**src/rtl/vaddr_seg_decode.sv**
```systemverilog
module vaddr_seg_decode #(
  parameter bit OUT_REG = 1'b1
) (
  input  logic        clk,
  input  logic        rst_n,
  input  logic        in_valid,
  input  logic [31:0] vaddr,
  input  logic [1:0]  priv,
  input  logic        err_level,
  input  logic        guest_en,
  output logic        out_valid,
  output logic [31:0] paddr,
  output logic [1:0]  perm,
  output logic        lookup_req,
  output logic [31:0] lookup_addr,
  output logic [1:0]  status
);
  localparam logic [1:0] ST_MATCH = 2'b00;
  localparam logic [1:0] ST_BAD   = 2'b01;
  localparam logic [1:0] ST_PEND  = 2'b10;
  localparam logic [31:0] GUEST_LO_SHIFT = 32'h4000_0000;
  localparam logic [31:0] GUEST_HI_SHIFT = 32'h6000_0000;

  logic        win_lo, win_hi, is_kern, is_sup;
  logic [31:0] eaddr;
  logic [31:0] n_paddr;
  logic [1:0]  n_perm, n_status;
  logic        n_req;

  assign win_lo  = guest_en && (vaddr[31:29] == 3'b010);
  assign win_hi  = guest_en && (vaddr[31:29] == 3'b011);
  assign eaddr   = win_lo ? vaddr + GUEST_LO_SHIFT :
                   win_hi ? vaddr + GUEST_HI_SHIFT : vaddr;
  assign is_kern = (priv == 2'b10);
  assign is_sup  = (priv == 2'b01) || is_kern;

  always_comb begin
    n_paddr  = '0;
    n_perm   = '0;
    n_req    = 1'b0;
    n_status = ST_BAD;
    unique casez (eaddr[31:29])
      3'b0??: begin
        if (err_level) begin
          n_paddr  = eaddr;
          n_perm   = 2'b11;
          n_status = ST_MATCH;
        end else begin
          n_req    = 1'b1;
          n_status = ST_PEND;
        end
      end
      3'b100, 3'b101: begin
        if (is_kern) begin
          n_paddr  = {3'b000, eaddr[28:0]};
          n_perm   = 2'b11;
          n_status = ST_MATCH;
        end
      end
      3'b110: begin
        if (is_sup) begin
          n_req    = 1'b1;
          n_status = ST_PEND;
        end
      end
      default: begin
        if (is_kern) begin
          n_req    = 1'b1;
          n_status = ST_PEND;
        end
      end
    endcase
  end

  generate
    if (OUT_REG) begin : g_reg
      always_ff @(posedge clk) begin
        if (!rst_n) begin
          out_valid   <= 1'b0;
          paddr       <= '0;
          perm        <= '0;
          lookup_req  <= 1'b0;
          lookup_addr <= '0;
          status      <= ST_MATCH;
        end else begin
          out_valid  <= in_valid;
          lookup_req <= in_valid && n_req;
          if (in_valid) begin
            paddr       <= n_paddr;
            perm        <= n_perm;
            lookup_addr <= n_req ? vaddr : '0;
            status      <= n_status;
          end
        end
      end
    end else begin : g_comb
      assign out_valid   = in_valid;
      assign paddr       = n_paddr;
      assign perm        = n_perm;
      assign lookup_req  = in_valid && n_req;
      assign lookup_addr = n_req ? vaddr : '0;
      assign status      = n_status;
    end
  endgenerate
endmodule

```
**config.mk**
```make
export PLATFORM = sky130hd
export DESIGN_NAME = vaddr_seg_decode
export DESIGN_NICKNAME = d
export VERILOG_FILES = /design/src/rtl/vaddr_seg_decode.sv
export SDC_FILE = /design/constraint.sdc
export NUM_CORES = 1
export LEC_CHECK = 0
export BUFFER_PORTS_ARGS = -buffer_cell sky130_fd_sc_hd__buf_2
export CAP_MARGIN = 40
export CORE_ASPECT_RATIO = 0.9
export CORE_UTILIZATION = 41
export DETAILED_ROUTE_END_ITERATION = 10
export GPL_TIMING_DRIVEN = 0
export PLACE_DENSITY = 0.74
export SYNTH_ARGS = -nofsm -noshare
export SYNTH_HDL_FRONTEND = slang
export SYNTH_SLANG_ARGS = --single-unit
```
**constraint.sdc**
```tcl
create_clock -name clk -period 2.08 [get_ports clk]
set_clock_uncertainty 0.2 [all_clocks]
set_input_delay 0.208 -clock clk [delete_from_list [all_inputs] [get_ports clk]]
set_output_delay 0.208 -clock clk [all_outputs]
set_load 0.02 [all_outputs]
```
== After elaboration in Yosys (flattened, before gate mapping) ==
Index checks and enable logic that the tools add are counted.

* Add/sub/neg operators: 2
* Equality and inequality tests: 7
* Muxes and demuxes: 22
* Bitwise gates (word level): 1
* Reductions and logical operators: 5

{| class="wikitable"
|+ Operator list
! cell !! count
|-
| $mux W32 || 4
|-
| $add A32 B31 Y32 const B || 2
|-
| $pmux W32 S2 || 1
|-
| $mux W31 || 1
|-
| $mux W29 || 1
|-
| $mux W2 || 7
|-
| $eq A3 B3 Y1 const B || 3
|-
| $eq A3 B2 Y1 const B || 2
|-
| $pmux W2 S3 || 1
|-
| $mux W1 || 5
|-
| $pmux W2 S2 || 1
|-
| $logic_and A1 B1 Y1 || 3
|-
| $pmux W1 S3 || 1
|-
| $eq A2 B1 Y1 const B || 1
|-
| $eq A2 B2 Y1 const B || 1
|-
| $reduce_or A2 Y1 || 1
|-
| $logic_or A1 B1 Y1 || 1
|-
| $not A1 Y1 || 1
|}

* Register bits after elaboration: 70
* Output and inout port bits: 70

== Longest topological paths before layout ==
* Word-level depth: 8
* Depth in mapped cells: 8
* Gate-level depth less buffers: 7

== Worst setup path before layout ==
OpenSTA, ideal clock, no wires.

* Path kind: input port to flip-flop
* Start point: input port vaddr[29]
* End point: register lookup_addr[27]
* Arrival time: 1710 ps
* Required time: 1763 ps
* Setup slack: 54 ps
* Cell stages on the path: 8
* Buffers on the path: 1
* Cell sequence: inv_1 ha_1 nand4bb_1 and3_1 o41ai_4 a21oi_4 buf_6 a22o_1

* Cells in the longest elaborated chain, start to end: 8

{| class="wikitable"
|+ Ends and longest elaborated chain
! what !! RTL line !! source
|-
| start: declaration || 7 || <nowiki>input logic [31:0] vaddr,</nowiki>
|-
| parallel branches: the longest is 3 deep, another holds $add A32 B31 Y32 || n/a ||
|-
| $mux W32 (*) || 32 || <nowiki>assign eaddr = win_lo ? vaddr + GUEST_LO_SHIFT :</nowiki>
|-
| $eq A3 B3 Y1 || 42 || <nowiki>unique casez (eaddr[31:29])</nowiki>
|-
| $reduce_or A2 Y1 || 42 ||
|-
| $pmux W1 S3 (*) || 42 ||
|-
| $mux W32 (*) || 91 || <nowiki>lookup_addr <= n_req ? vaddr : '0;</nowiki>
|-
| end signal: assignment || 91 ||
|-
| end: declaration || 15 || <nowiki>output logic [31:0] lookup_addr,</nowiki>
|}

Every way passes the cells marked *.
A chain may end at the register's enable or synchronous reset.

== Final worst setup path ==
Ends and elaborated chain as after synthesis.

==> flow_metrics.py <==
metrics = {
    "die": {
        "effective_utilization_at_floorplan_pct": 42.5,
        "num_io_pins": 109,
        "design.core.area_um2": 5660,
        "design.die.area_um2": 6180,
        "num_rows": 26,
        "dieHeight_um": 74.7,
        "die_w_um": 82.7,
    },
    "power": {
        "p_sw_share_pct": 27.1,
        "vdd_ir_drop_max_v": 0.000566,
        "register_share_of_total_power_pct": 51.6,
        "netSwitchingPower_w": 0.000731,
        "power.share.combinational_pct": 15.3,
        "pwr_density_cell_nw_per_um2": 760,
        "power.internal_w": 0.00197,
        "power.share.clock_pct": 33.1,
        "totalPowerFinal_w": 0.00270,
        "power.static_leakage_nw": 1.73,
    },
    "sta": {
        "timing_max_transition_violations_final": 0,
        "fmax_mhz": 496,
        "number_of_endpoints_failing_setup_at_the_final_stage": 0,
        "final.setup.worst_slack_ns": 0.0653,
        "timing.final.hold_violations": 0,
        "fin_crit_sh_pct": 96.9,
        "final.setup.tns_ns": 0,
        "max_slew.worst_pin.slew_ns": 0.564,
        "period_minus_slack_ns": 2.01,
        "maxSlewHeadroom_pct": 62.4,
        "unrepaired_setup_endpoints_after_global_routing": "false",
    },
    "clocking": {
        "tritoncts.num_buffers": 9,
        "cts.reportedPaths.clkPinSlew_ns": 0.07,
        "clock_latency_on_the_worst_skew_pair_ns": 0.33,
        "cts_tree": "done",
        "clock-root-buffer": "clkbuf_8",
        "cts.sinks": 68,
        "cts-root-to-sink-buffers": 2,
        "htree_levels": 3,
    },
    "place": {
        "pre_cts_slack_ns": -0.401,
        "routability_driven_placement_congestion_ratio": 0.781,
        "dp_hpwl_um": 4100,
        "numPortBuffers": 107,
        "placed_cells_incl_taps": 379,
    },
    "setup_path": {
        "setup.reg_to_reg.worst_slack_ns": 0.97,
        "crit_arrival_ns": 2.03,
        "timing.critical_path.from_type": "primary input",
        "worst_setup_path_end_kind": "flip-flop",
        "regToRegEndpoint": "status[0]",
        "rr_worst_depth": 4,
        "timing.critical_path.required_ns": 2.10,
        "critPathMaxFanout": 10,
        "worstReg2RegStart": "status[0]",
        "path_class": "primary input to flip-flop",
    },
    "worst_hold_path": {
        "hp-class": "primary input to flip-flop",
        "whs_endpoint": "lookup_addr[29]",
        "hold_start": "vaddr[29]",
        "hold_path_depth": 2,
    },
    "synth": {
        "synth_top_cell_area_share_pct": 56.6,
        "post-synth-top-area-cell": "dfxtp_1",
        "synth_ff_type": "dfxtp_1",
        "synth_edf_count": 0,
        "synth_top_cells_by_count": "dfxtp_1, a22o_1, clkbuf_1, inv_1",
        "yosysMostFrequentCell": "dfxtp_1",
        "synth.yosys.seq_area_share_pct": 56.6,
        "mappedNetlistArea_um2": 2400,
        "mappedNetlistNets": 246,
        "syn_inst": 202,
        "synth.yosys.warnings": 0,
        "synthesis.area_per_instance_um2": 11.9,
        "async_reset_ff_share_pct": 0,
        "postSynthRegisterBits": 68,
        "netlist_top_cells_area": "dfxtp_1, a22o_1, ha_1",
        "yosys.cell_types.count": 36,
    },
    "drt": {
        "first_pass_iters": 4,
        "totalWireLength_um": 6410,
        "routed_via_density": 5.14,
        "detail_route.iter0.violations": 149,
        "post_drt_wl_per_cell_um": 15.0,
        "route.vias.total": 2191,
        "drtAntennaViolNets": 0,
        "drc": 0,
    },
    "status": {
        "status": "complete, no violations",
    },
    "global_routing": {
        "gr_util_all_layers_pct": 21.0,
        "grt.overflow.total": 0,
        "first_pass_grt_wire_length_um": 9400,
        "number_of_antenna_violations_at_the_first_check_in_global_routing": 0,
        "via_count_of_the_first_global_routing_pass": 2006,
        "grt_max_degree": 12,
    },
    "finish": {
        "num_antenna_cells": 0,
        "area.growth.synth_to_final_pct": 47.6,
        "final_core_utilization_pct": 62.7,
        "fill_cells": 487,
        "fin_nets": 396,
        "finish.cell_count_without_fillers": 426,
        "drive_above_1_share_pct": 39.0,
    },
    "flow_run": {
        "max_cap_viols": 0,
    },
}
logic make-up (layout without fill, tap and decap cells):
group           count (synthesis)  after routing  share of synthesized area [%]
compound gates                 80             80                           28.7
xor+xnor                        2              2                           1.04
fa+ha+maj                       5              5                           2.60
buf+inv                        21            175                           4.68
flops                          68             68                           56.6
mux                             1              1                          0.416
other cells                     1              1                          0.156
simple gates                   24             24                           5.83
placed cells by master, fill, tap and decap left out, types with 4 or more instances in the layout:
| cell | instances |
|---|---|
| nand3_1 | 4 |
| nand2_1 | 5 |
| buf_2 | 109 |
| dfxtp_1 | 68 |
| dlygate4sd3_1 | 31 |
| inv_1 | 6 |
| a22o_1 | 61 |
| clkbuf_1 | 8 |
| nor2b_1 | 5 |
| clkbuf_8 | 9 |
layout make-up:
class	count	area (um2)	share of cell area [%]
plain buffers	15	90.1	2.54
clock buffers	10	128	3.60
clock inverters	5	30.0	0.846
inverters	6	22.5	0.634
multi-input cells	113	975	27.5
flip-flops and latches	68	1360	38.4
well taps	70	87.6	2.47
repair buffers	139	856	24.1
metal layers:
| metal | up-vias | part of all wire [%] | track usage (%) |
|---|---|---|---|
| met5 | - | 0 | 0 |
| met4 | 0 | 1.8 | 8.24 |
| met3 | 12 | 5.8 | 8.24 |
| met2 | 86 | 46 | 32.1 |
| met1 | 1028 | 46 | 26.6 |
| li1 | 1065 | - | - |
worst max path at each step:
stage,slack [ns],end,cells after the start,start
finish,0.07,lookup_addr[27],9,vaddr[29]
global placement,-0.38,paddr[18],9,vaddr[29]
floorplan,0.05,lookup_addr[27],8,vaddr[29]
detailed placement,-0.40,paddr[12],9,vaddr[29]
global route,0.0004,paddr[28],9,vaddr[30]
CTS,0.04,paddr[10],9,vaddr[29]
registers in the layout, indices dropped and copies added, names as in the netlist:
register     count
perm             1
lookup_req       1
lookup_addr     32
paddr           31
out_valid        1
status           2
power by group through the flow:
stage               Clock [W]  Sequential (W)  Combinational [W]
finish               0.000892         0.00139           0.000414
floorplan                   0         0.00149           0.000142
CTS                  0.000908         0.00139           0.000405
global placement            0         0.00142           0.000352
detailed placement          0         0.00142           0.000357
global route         0.000968         0.00140           0.000450
metrics by stage:
stage | hold slack [ns] | area, um2
6_report | 0.00712 | 3550
3_3_place_gp | 0.231 | 3030
4_1_cts | 0.00364 | 3510
5_1_grt | 0.0146 | 3550
2_1_floorplan | 0.134 | 2400
3_5_place_dp | 0.234 | 3030
critical path, stage by stage:
cell and delay (ns):
clkbuf_4 0.16, inv_1 0.17, ha_4 0.20, nand3_1 0.18, and3_4 0.26, o41ai_4 0.41
a21oi_4 0.11, buf_6 0.17, a22o_1 0.18
repair_timing:
action	4_1_cts	5_1_grt
hold endpoints to repair	61	0
setup endpoints to repair	57	58
hold buffers	31	0
setup buffers	1	0
pin swaps	2	1
cloned	0	0
resized for setup	2	6
Note: power is estimated with default switching activity, not from simulation.
